--- config.mk ---
export PLATFORM = sky130hd
export DESIGN_NAME = sqwave_gen
export DESIGN_NICKNAME = d
export VERILOG_FILES = /design/src/rtl/sqg_pkg.sv /design/src/rtl/sqg_sync.sv /design/src/rtl/sqg_debounce.sv /design/src/rtl/sqg_osc.sv /design/src/rtl/sqwave_gen.sv
export SDC_FILE = /design/constraint.sdc
export NUM_CORES = 1
export LEC_CHECK = 0
export BUFFER_PORTS_ARGS = -buffer_cell sky130_fd_sc_hd__buf_2
export CORE_AREA = 2 2 68 70
export CTS_CLUSTER_DIAMETER = 80
export CTS_CLUSTER_SIZE = 30
export DETAILED_ROUTE_END_ITERATION = 7
export DIE_AREA = 0 0 70 72
export PLACE_DENSITY = 0.78
export SYNTH_ARGS = -nofsm -noshare
export SYNTH_HDL_FRONTEND = slang
export SYNTH_SLANG_ARGS = --single-unit
--- constraint.sdc ---
create_clock -name clk -period 2.19 [get_ports clk]
set_clock_uncertainty 0.2 [all_clocks]
set_input_delay 0.3285 -clock clk [delete_from_list [all_inputs] [get_ports clk]]
set_output_delay 0.3285 -clock clk [all_outputs]
set_load 0.01 [all_outputs]
--- src/rtl/sqg_pkg.sv ---
package sqg_pkg;
    typedef enum logic {
        MODE_ASTABLE = 1'b0,
        MODE_MONO    = 1'b1
    } gen_mode_e;
endpackage

--- src/rtl/sqg_sync.sv ---
module sqg_sync #(
    parameter int STAGES = 2
) (
    input  logic clk,
    input  logic rst_n,
    input  logic rst_val,
    input  logic din,
    output logic dout
);
    logic [STAGES-1:0] chain_d, chain_q;

    always_comb begin
        chain_d = STAGES'({chain_q, din});
    end

    always_ff @(posedge clk or negedge rst_n) begin
        if (!rst_n) chain_q <= {STAGES{rst_val}};
        else        chain_q <= chain_d;
    end

    assign dout = chain_q[STAGES-1];
endmodule

--- src/rtl/sqg_debounce.sv ---
module sqg_debounce #(
    parameter int DB_CYC = 16
) (
    input  logic clk,
    input  logic rst_n,
    input  logic din,
    output logic dout
);
    localparam int CNT_W = $clog2(DB_CYC + 1);

    typedef struct packed {
        logic [CNT_W-1:0] cnt;
        logic             level;
    } db_t;

    db_t st_d, st_q;

    always_comb begin
        st_d = st_q;
        if (din != st_q.level) begin
            if (st_q.cnt == CNT_W'(DB_CYC - 1)) begin
                st_d.level = din;
                st_d.cnt   = '0;
            end else begin
                st_d.cnt = st_q.cnt + 1'b1;
            end
        end else begin
            st_d.cnt = '0;
        end
    end

    always_ff @(posedge clk or negedge rst_n) begin
        if (!rst_n) st_q <= '0;
        else        st_q <= st_d;
    end

    assign dout = st_q.level;

    // the accepted level only moves toward a differing input sample
    p_db_follows_input_r6: assert property (@(posedge clk) disable iff (!rst_n)
        (st_q.level != $past(st_q.level)) |-> ($past(din) != $past(st_q.level)));
endmodule

--- src/rtl/sqg_osc.sv ---
module sqg_osc #(
    parameter int ACC_W = 16
) (
    input  logic             clk,
    input  logic             rst_n,
    input  logic             clr,
    input  logic [ACC_W-1:0] step,
    output logic             tick
);
    logic [ACC_W-1:0] acc_d, acc_q;
    logic [ACC_W:0]   sum;

    always_comb begin
        sum   = {1'b0, acc_q} + {1'b0, step};
        tick  = !clr && sum[ACC_W];
        acc_d = clr ? '0 : sum[ACC_W-1:0];
    end

    always_ff @(posedge clk or negedge rst_n) begin
        if (!rst_n) acc_q <= '0;
        else        acc_q <= acc_d;
    end
endmodule

--- src/rtl/sqwave_gen.sv ---
module sqwave_gen
    import sqg_pkg::*;
#(
    parameter int ACC_W   = 16,
    parameter int PULSE_W = 3,
    parameter int DB_CYC  = 16,
    parameter int SYNC_N  = 2
) (
    input  logic             clk,
    input  logic             rst_n,
    input  logic [ACC_W-1:0] freq_set,
    input  logic             mono_mode,
    input  logic             gate_trig_n,
    input  logic             button,
    output logic             q,
    output logic             q_n,
    output logic             pulse,
    output logic             os_q,
    output logic             os_q_n
);
    typedef struct packed {
        logic               q;
        logic [PULSE_W-1:0] dly;
        logic               os;
        logic               half;
        logic               trig_prev;
    } gen_t;

    gen_t      st_d, st_q;
    gen_mode_e mode;
    logic      gate_s, btn_s, btn_db;
    logic      active, trig, osc_clr, tick;

    sqg_sync #(.STAGES(SYNC_N)) u_sync_gate (
        .clk(clk), .rst_n(rst_n), .rst_val(1'b1), .din(gate_trig_n), .dout(gate_s));

    sqg_sync #(.STAGES(SYNC_N)) u_sync_btn (
        .clk(clk), .rst_n(rst_n), .rst_val(1'b0), .din(button), .dout(btn_s));

    sqg_debounce #(.DB_CYC(DB_CYC)) u_db (
        .clk(clk), .rst_n(rst_n), .din(btn_s), .dout(btn_db));

    sqg_osc #(.ACC_W(ACC_W)) u_osc (
        .clk(clk), .rst_n(rst_n), .clr(osc_clr), .step(freq_set), .tick(tick));

    always_comb begin
        mode    = gen_mode_e'(mono_mode);
        active  = !gate_s || btn_db;
        trig    = active && !st_q.trig_prev;
        osc_clr = (mode == MODE_MONO) ? !st_q.os : active;

        st_d           = st_q;
        st_d.trig_prev = active;
        st_d.dly       = PULSE_W'({st_q.dly, st_q.q});

        if (mode == MODE_ASTABLE) begin
            st_d.os   = 1'b0;
            st_d.half = 1'b0;
            if (active)    st_d.q = 1'b0;
            else if (tick) st_d.q = !st_q.q;
        end else begin
            st_d.q = 1'b0;
            if (!st_q.os) begin
                if (trig && (freq_set != '0)) begin
                    st_d.os   = 1'b1;
                    st_d.half = 1'b0;
                end
            end else if (tick) begin
                if (st_q.half) st_d.os = 1'b0;
                else           st_d.half = 1'b1;
            end
        end
    end

    always_ff @(posedge clk or negedge rst_n) begin
        if (!rst_n) st_q <= '0;
        else        st_q <= st_d;
    end

    assign q      = st_q.q;
    assign q_n    = !st_q.q;
    assign pulse  = st_q.q && !st_q.dly[PULSE_W-1];
    assign os_q   = st_q.os;
    assign os_q_n = !st_q.os;

    // a gated astable oscillator leaves the square wave low next cycle
    p_gate_hold_r4: assert property (@(posedge clk) disable iff (!rst_n)
        (!mono_mode && active) |=> !st_q.q);

    // the square wave is idle in monostable mode
    p_mono_q_low_r8: assert property (@(posedge clk) disable iff (!rst_n)
        mono_mode |=> !st_q.q);

    // a one-shot starts only from a trigger edge
    p_os_start_r7: assert property (@(posedge clk) disable iff (!rst_n)
        $rose(st_q.os) |-> $past(trig));

    // in monostable mode a one-shot ends only on an oscillator tick
    p_os_end_tick_r7: assert property (@(posedge clk) disable iff (!rst_n)
        ($fell(st_q.os) && $past(mono_mode)) |-> $past(tick));
endmodule

* After elaboration in Yosys (flattened, before gate mapping)
Index checks and enable logic that the tools add are counted.
** Storage, ports and cells
- Flip-flop bits (word level) :: 33
- Input bits :: 21
- Output and inout port bits :: 5
- Word-level logic and storage cells :: 43
** Operators by class
- $add $sub $neg :: 2
- Equal/unequal tests :: 4
- Mux-type cells :: 12
- Reductions and logical operators :: 15
** Operator list (number)
- adder 16 x 16 -> 17 bit :: 1
- 2-to-1 mux 16 bit :: 1
- nonzero test 16 bit :: 1
- 2-to-1 mux 5 bit :: 2
- 2-to-1 mux 2 bit :: 4
- zero test 1 bit :: 6
- adder 5 x 1 -> 5 bit, second input constant :: 1
- == test 5 x 4 -> 1 bit, second input constant :: 1
- 2-to-1 mux 1 bit :: 5
- logical AND 1 bit :: 4
- AND reduction 2 bit :: 2
- != test 3 x 1 -> 1 bit, second input constant :: 1
- != test 3 x 2 -> 1 bit, second input constant :: 1
- nonzero test 3 bit :: 1
- logical OR 1 bit :: 1
- != test 1 bit :: 1

* Longest topological paths before layout
Gate-level depths: netlist (run 1).
- Depth after elaboration :: 8
- Mapped depth :: 8
- Gate-level depth less buffers :: 8

* Worst setup path after synthesis (run 1)
No wires, ideal clock.
- Kind :: reg-to-reg
- Start :: register u_osc.acc_q[0]
- End :: register st_q, in the netlist q
- Setup time :: 0.121 ns
- Arrival :: 1.902 ns
- Data required time :: 1.869 ns
- Setup slack :: -0.032 ns
- Stages on the path, launching flop included :: 9
- Path buffers :: 0
- Period minus slack after synthesis :: 2.222 ns
- Path through :: dfrtp_1 > ha_1 > fa_1 > a211oi_1 > nor3b_2 > o22ai_2 > o31ai_2 > xnor2_1 > nor3_2
** Between the ends
- Cells in the longest elaborated chain, start to end :: 3
** Ends and longest elaborated chain
- start: declaration :: RTL line sqg_osc.sv:10 : logic [ACC_W-1:0] acc_d, acc_q;
- start signal: assignment :: RTL line sqg_osc.sv:20 : if (!rst_n) acc_q <= '0;
- start signal: assignment :: RTL line sqg_osc.sv:21 : else acc_q <= acc_d;
- adder 16 x 16 -> 17 bit :: RTL line sqg_osc.sv:14 : sum = {1'b0, acc_q} + {1'b0, step};
- logical AND 1 bit :: RTL line sqg_osc.sv:15 : tick = !clr && sum[ACC_W];
- nonzero test 3 bit (no source line)
- end signal: assignment :: RTL line sqwave_gen.sv:77 : else st_q <= st_d;
- end: declaration :: RTL line sqwave_gen.sv:29 : gen_t st_d, st_q;
Every way passes these cells.
A chain may end at the register's enable or synchronous reset.

* Worst setup path after layout (run 1)
- Start :: register u_osc.acc_q[0]
- End :: register u_osc.acc_q[14]
** Between the ends
- Cells in the longest elaborated chain, start to end :: 2
** Ends and longest elaborated chain
- adder 16 x 16 -> 17 bit :: RTL line sqg_osc.sv:14
- 2-to-1 mux 16 bit :: RTL line sqg_osc.sv:16 : acc_d = clr ? '0 : sum[ACC_W-1:0];
- via u_osc.acc_d[14] :: RTL line sqg_osc.sv:10
The timed path passes the listed nets, and every way through them passes these cells.

==> flow_metrics.tcl, run 1 <==
set metrics [dict create \
    utilization_pct 57.4 \
    place_hpwl_mm 3.02 \
    vias_per_cell 5.20 \
    p_per_area_nw_per_um2 775 \
    synth_top_flop_cell "dfrtp_1" \
    final_hold_viol_count 0 \
    wl_per_cell_um 14.2 \
    post_synth_mux_area_share_pct 2.17 \
    clk_pin_slew_ns 0.07 \
    clk_latency_ns 0.28 \
    maxCapViolCount 0 \
    grt_use_total_pct 17.2 \
    yosysMostFrequentCell "dfrtp_1" \
    period_needed_ns 2.21 \
    regArea_um2 828 \
    setup.worst_path.class "register to register" \
    worst_setup_path_start_kind "register" \
    antenna_found_initial 0 \
    area_growth_pct 28.8 \
    pin_count 26 \
    r2r_slack_ns -0.02 \
    setup_ws_ns -0.0183 \
    yosysUniqueCellTypes 47 \
    cp-end-kind "register" \
    slew_violations 0 \
    drtIter0Drc 87 \
    rsz0062_at_grt "true" \
    drc 0 \
    fin_crit_sh_pct 101 \
    setup_viol 3 \
    cts.htree.levels 2 \
    synth_edf_count 0 \
    initial_core_util_pct 44.5 \
    cts.sink_count 33 \
    cp_max_fo 4 \
    clock_tree.buffer_depth 2 \
    multi_input_area_um2 1120 \
    synth_area_leaders "dfrtp_1, ha_1, nor2_1, xor2_1, a21oi_1" \
    grt_pass1_vias 1487 \
    die_width_um 70 \
    numCtsBuffers 5 \
    cp.arrival_ns 2.21 \
    io_buffers 25 \
    place_area_um2 2230 \
    violations "setup timing" \
    wl_mm 4.12 \
    grt_pass1_wl_mm 6.78 \
    avgSynthCellArea_um2 10.3 \
    swShare_pct 34.1 \
    dp.cells 276 \
    dp_slack_ns -0.174 \
    clock.fmax_ghz 0.453 \
    synth-compound-area-share_pct 15.7 \
    dieArea_um2 5040 \
    slew_headroom_pct 51.2 \
    synth_top_area_cell "dfrtp_1" \
    vdd_drop_max_mv 0.353 \
    synthAdderAreaFrac_pct 12.3 \
    fillers 360 \
    power.share.clock_pct 23.9 \
    fp.dieH_um 72 \
    final_nets 275 \
    cts_tree "yes" \
    synthSimpleGateAreaFrac_pct 17.6 \
    cts_root_buf "clkbuf_8" \
    synthTopCellsByCount "dfrtp_1, nor2_1, ha_1, a21oi_1, nand2_1" \
    hold_class "primary input to register" \
    worstMarginPinSlew_ns 0.732 \
    diodes 0 \
    final_cells 289 \
    synth_top_area_share_pct 40.8 \
    drive_above_1_share_pct 33.3 \
    gp_congestion 0.855 \
    fin_area_um2 2450 \
    synth-seq-cells 33 \
    overflow 0 \
    grt_max_degree 34 \
    synth_xor_area_share_pct 6.46 \
    holdWs_ns 0.0458 \
    syn_inst 185 \
    ys_async_sr_fraction_pct 100 \
    status "finished, violations left" \
    seq_power_share_pct 37.3 \
    syn_nets 224 \
    p_int_uw 1250 \
    drt_pass1_iterations 4 \
    pwr-share-comb_pct 38.8 \
    cellLeakagePower_uw 0.00121 \
    seq_area_frac_synth_pct 43.6 \
    synth_top_family_by_area "simple AND/OR/NAND/NOR gates" \
    cp.required_ns 2.19 \
    vias 1503 \
    ant_nets 0 \
    power_switching_uw 646 \
    core_area_um2 4260 \
    rows 24 \
    syn_area_um2 1900 \
    ys_warn_count 0 \
]
-- path summary, 6_finish.rpt --
check,depth (start not counted),end,start
worst max-delay path,7,u_osc.acc_q[14],u_osc.acc_q[0]
worst min-delay path,2,q,mono_mode
worst max register to register,7,u_osc.acc_q[14],u_osc.acc_q[0]
worst min register to register,0,u_sync_btn.chain_q[1],u_sync_btn.chain_q[0]
max in group asynchronous,2,st_q[1],rst_n
min in group asynchronous,2,u_db.dout,rst_n
-- logic make-up after synthesis --
family	Yosys count
DFF	33
AOI/OAI and AO/OA	41
buffers and inverters	11
xor gates and xnor gates	14
and+or+nand+nor	64
muxes	4
adders and majority gates	18
-- cell usage in the layout (no fill, tap or decap), types with 3 or more instances in the layout --
cell,instances
nor2_1,21
xnor2_1,4
nor2b_1,4
clkbuf_8,5
buf_4,23
buf_2,25
dfrtp_1,31
a21oi_1,11
ha_1,14
xor2_1,9
nor4_1,4
mux2i_1,3
nand3_1,4
inv_1,4
nand4_1,5
o21bai_1,3
and3_1,4
a21o_1,7
dlygate4sd3_1,3
nand2_1,10
-- timing repair --
action	4_1_cts	5_1_grt
setup endpoints to repair	6	8
hold buffers	3	0
pin swaps	6	9
resized for setup	6	8
endpoints found under the hold margin	33	0
setup buffers	2	0
-- per-layer routing --
layer	track usage, %	vias up	part of all wire (%)
li1	-	766	-
met1	21.6	704	47
met2	30.7	26	49
met3	2.50	7	3.2
met4	5.77	0	1.4
met5	0	-	0
-- per-stage QoR --
step / setup TNS (ns) / power (uW)
6_report: -0.0246 / 1900
5_1_grt: -0.315 / 2020
4_1_cts: 0 / 1860
3_5_place_dp: -0.982 / 1360
3_3_place_gp: -0.571 / 1350
2_1_floorplan: 0 / 1140
-- cell type report --
class | count | share of cell area (%)
Multi-Input combinational cell | 141 | 45.9
Sequential cell | 33 | 33.9
Tap cell | 52 | 2.66
Clock inverter | 3 | 0.716
Timing Repair Buffer | 51 | 13.4
Clock buffer | 5 | 2.81
Inverter | 4 | 0.614
-- registers in the layout (all words and copies together), names as in the netlist --
signal and cells:
st_q 3, q 1, u_db.dout 1, st_d 2, u_db.st_q 5, u_osc.acc_q 16, u_sync_btn.chain_q 2, u_sync_gate.chain_q 2
os_q 1
-- power groups by stage --
stage                     Clock (uW)  Combinational (uW)  Sequential, uW
final                            452                 736             707
after global routing             493                 810             714
after CTS                        467                 690             707
after detailed placement           0                 648             717
after global placement             0                 636             714
after floorplan                    0                 433             708
-- worst max-delay path: stages, from the launching register on --
cell	delay (ns)
dfrtp_1	0.38
ha_2	0.18
fa_2	0.37
a211oi_4	0.27
nor3b_2	0.10
o22ai_4	0.25
o21ai_4	0.12
a311oi_2	0.26
Power figures use the tool's default switching activity.
==> run 2, diff against run 1 <==
REMOVE_ABC_BUFFERS = 1   (was not set)
SKIP_LAST_GASP = 1   (was not set)
==> flow_metrics.tcl, run 2 (synthesis gave the netlist of run 1 again) <==
set metrics [dict create \
    fp.dieH_um 72 \
    fin_crit_sh_pct 102 \
    setup_viol 3 \
    cts.sink_count 33 \
    period_needed_ns 2.23 \
    area_growth_pct 28.3 \
    io_buffers 25 \
    total_power_uw 1890 \
    holdWs_ns 0.0502 \
    dp_slack_ns -0.263 \
    drtIter0Drc 77 \
    numCtsBuffers 5 \
    vias_per_cell 5.19 \
    initial_core_util_pct 44.5 \
    vdd_drop_max_mv 0.313 \
    fillers 380 \
    grt_pass1_wl_mm 6.91 \
    violations "setup timing" \
    cp-end-kind "register" \
    overflow 0 \
    final_hold_viol_count 0 \
    worstMarginPinSlew_ns 0.742 \
    fin_area_um2 2440 \
    cts_tree "yes" \
    clk_latency_ns 0.29 \
    drc 0 \
    clock_tree.buffer_depth 2 \
    hold_class "primary input to register" \
    grt_max_degree 34 \
    clock.fmax_ghz 0.449 \
    cts.htree.levels 2 \
    cp_max_fo 3 \
    slew_headroom_pct 50.5 \
    cellLeakagePower_uw 0.00122 \
    grt_use_total_pct 17.5 \
    dr.max_layer_used "met4" \
    wl_mm 4.15 \
    grt_pass1_vias 1529 \
    setup.worst_path.class "register to register" \
    pin_count 26 \
    wl_per_cell_um 14.3 \
    p_per_area_nw_per_um2 775 \
    layout_commonest_cell "dfrtp_1" \
    setup_ws_ns -0.0352 \
    largest_reg_flops 16 \
    rsz0062_at_grt "true" \
    critPathMaxStageDelay_ns 0.40 \
    gp_congestion 0.937 \
    crit_path_cell_trace "ha_4 > fa_2 > a211oi_2 > buf_4 > nor3b_4 > o22ai_2 > buf_4 > o21ai_4 > a311oi_2" \
    wl_met1_mm 1.96 \
    clk_pin_slew_ns 0.07 \
    cp.arrival_ns 2.22 \
    cpMostUsedCell "buf_4" \
    vias 1504 \
    status "finished, violations left" \
    worst_setup_path_start_kind "register" \
    cp.required_ns 2.18 \
    cts_root_buf "clkbuf_8" \
    crit_slowest_cell "dfrtp_1" \
    slew_violations 0 \
    dieArea_um2 5040 \
    final_cell_mix "dfrtp_1, buf_2, buf_4, nor2_1, ha_1" \
    diodes 0 \
    regMostFlops "u_osc.acc_q" \
    rows 24 \
    top_regs "u_osc.acc_q x16, u_db.st_q x5, st_q x3" \
    drive_above_1_share_pct 33.2 \
    ant_nets 0 \
    final_nets 276 \
    wl_met2_mm 1.99 \
    antenna_found_initial 0 \
    place_hpwl_mm 2.97 \
    die_width_um 70 \
    utilization_pct 57.2 \
    place_area_um2 2210 \
    drt_pass1_iterations 4 \
    maxCapViolCount 0 \
    core_area_um2 4260 \
    wl_met3_um 142 \
]
## run 2: layer usage
layer / vias to the layer above / track usage [%]
met1: 700 / 24.3
met5: - / 0
met2: 31 / 27.5
met4: 0 / 6.20
li1: 766 / -
met3: 7 / 3.61
## run 2: final timing paths
check                                   endpoint  depth (start not counted)                  start  slack [ns]
min reg2reg                u_sync_btn.chain_q[1]                          0  u_sync_btn.chain_q[0]        0.15
max reg2reg                      u_osc.acc_q[14]                          9         u_osc.acc_q[0]       -0.04
max in group asynchronous           u_db.st_q[4]                          2                  rst_n        0.88
max                              u_osc.acc_q[14]                          9         u_osc.acc_q[0]       -0.04
min in group asynchronous           u_db.st_q[5]                          2                  rst_n        0.44
min                                            q                          2              mono_mode        0.05
## run 2: worst max-delay path, delay by kind of cell (launching register included)
| family | cells | cell delay, ns |
|---|---|---|
| DFF | 1 | 0.40 |
| and+or+nand+nor | 1 | 0.04 |
| adders and majority gates | 2 | 0.54 |
| AOI/OAI and AO/OA | 4 | 0.65 |
| buffers and inverters | 2 | 0.30 |
## run 2: repair_timing
| action | in CTS | in global routing |
|---|---|---|
| endpoints found under the setup margin | 10 | 12 |
| gates cloned | 0 | 0 |
| pin swaps | 4 | 6 |
| setup buffers | 4 | 0 |
| hold endpoints to repair | 33 | 0 |
| resized for setup | 5 | 9 |
| hold buffers | 3 | 0 |
## run 2: report_power, final
group | internal [uW] | leakage (uW) | switching [uW]
registers | 676 | 0.000432 | 30.9
clock network | 219 | 0.0000439 | 236
logic | 351 | 0.000745 | 375
total | 1250 | 0.00122 | 642
## run 2: metrics by stage
stage | TNS (ns) | std cells
6_report | -0.0720 | 290
5_1_grt | -0.658 | 290
4_1_cts | 0 | 290
3_5_place_dp | -1.73 | 275
3_3_place_gp | -1.42 | 275
2_1_floorplan | -0.0900 | 178
## run 2: final cells by class
type                            count  area [um2]  area share, %
Clock buffer                        5        68.8           2.82
Clock inverter                      3        17.5          0.719
Inverter                            4        15.0          0.616
Multi-Input combinational cell    141        1110           45.4
Sequential cell                    33         828           34.0
Tap cell                           52        65.1           2.67
Timing Repair Buffer               52         335           13.8
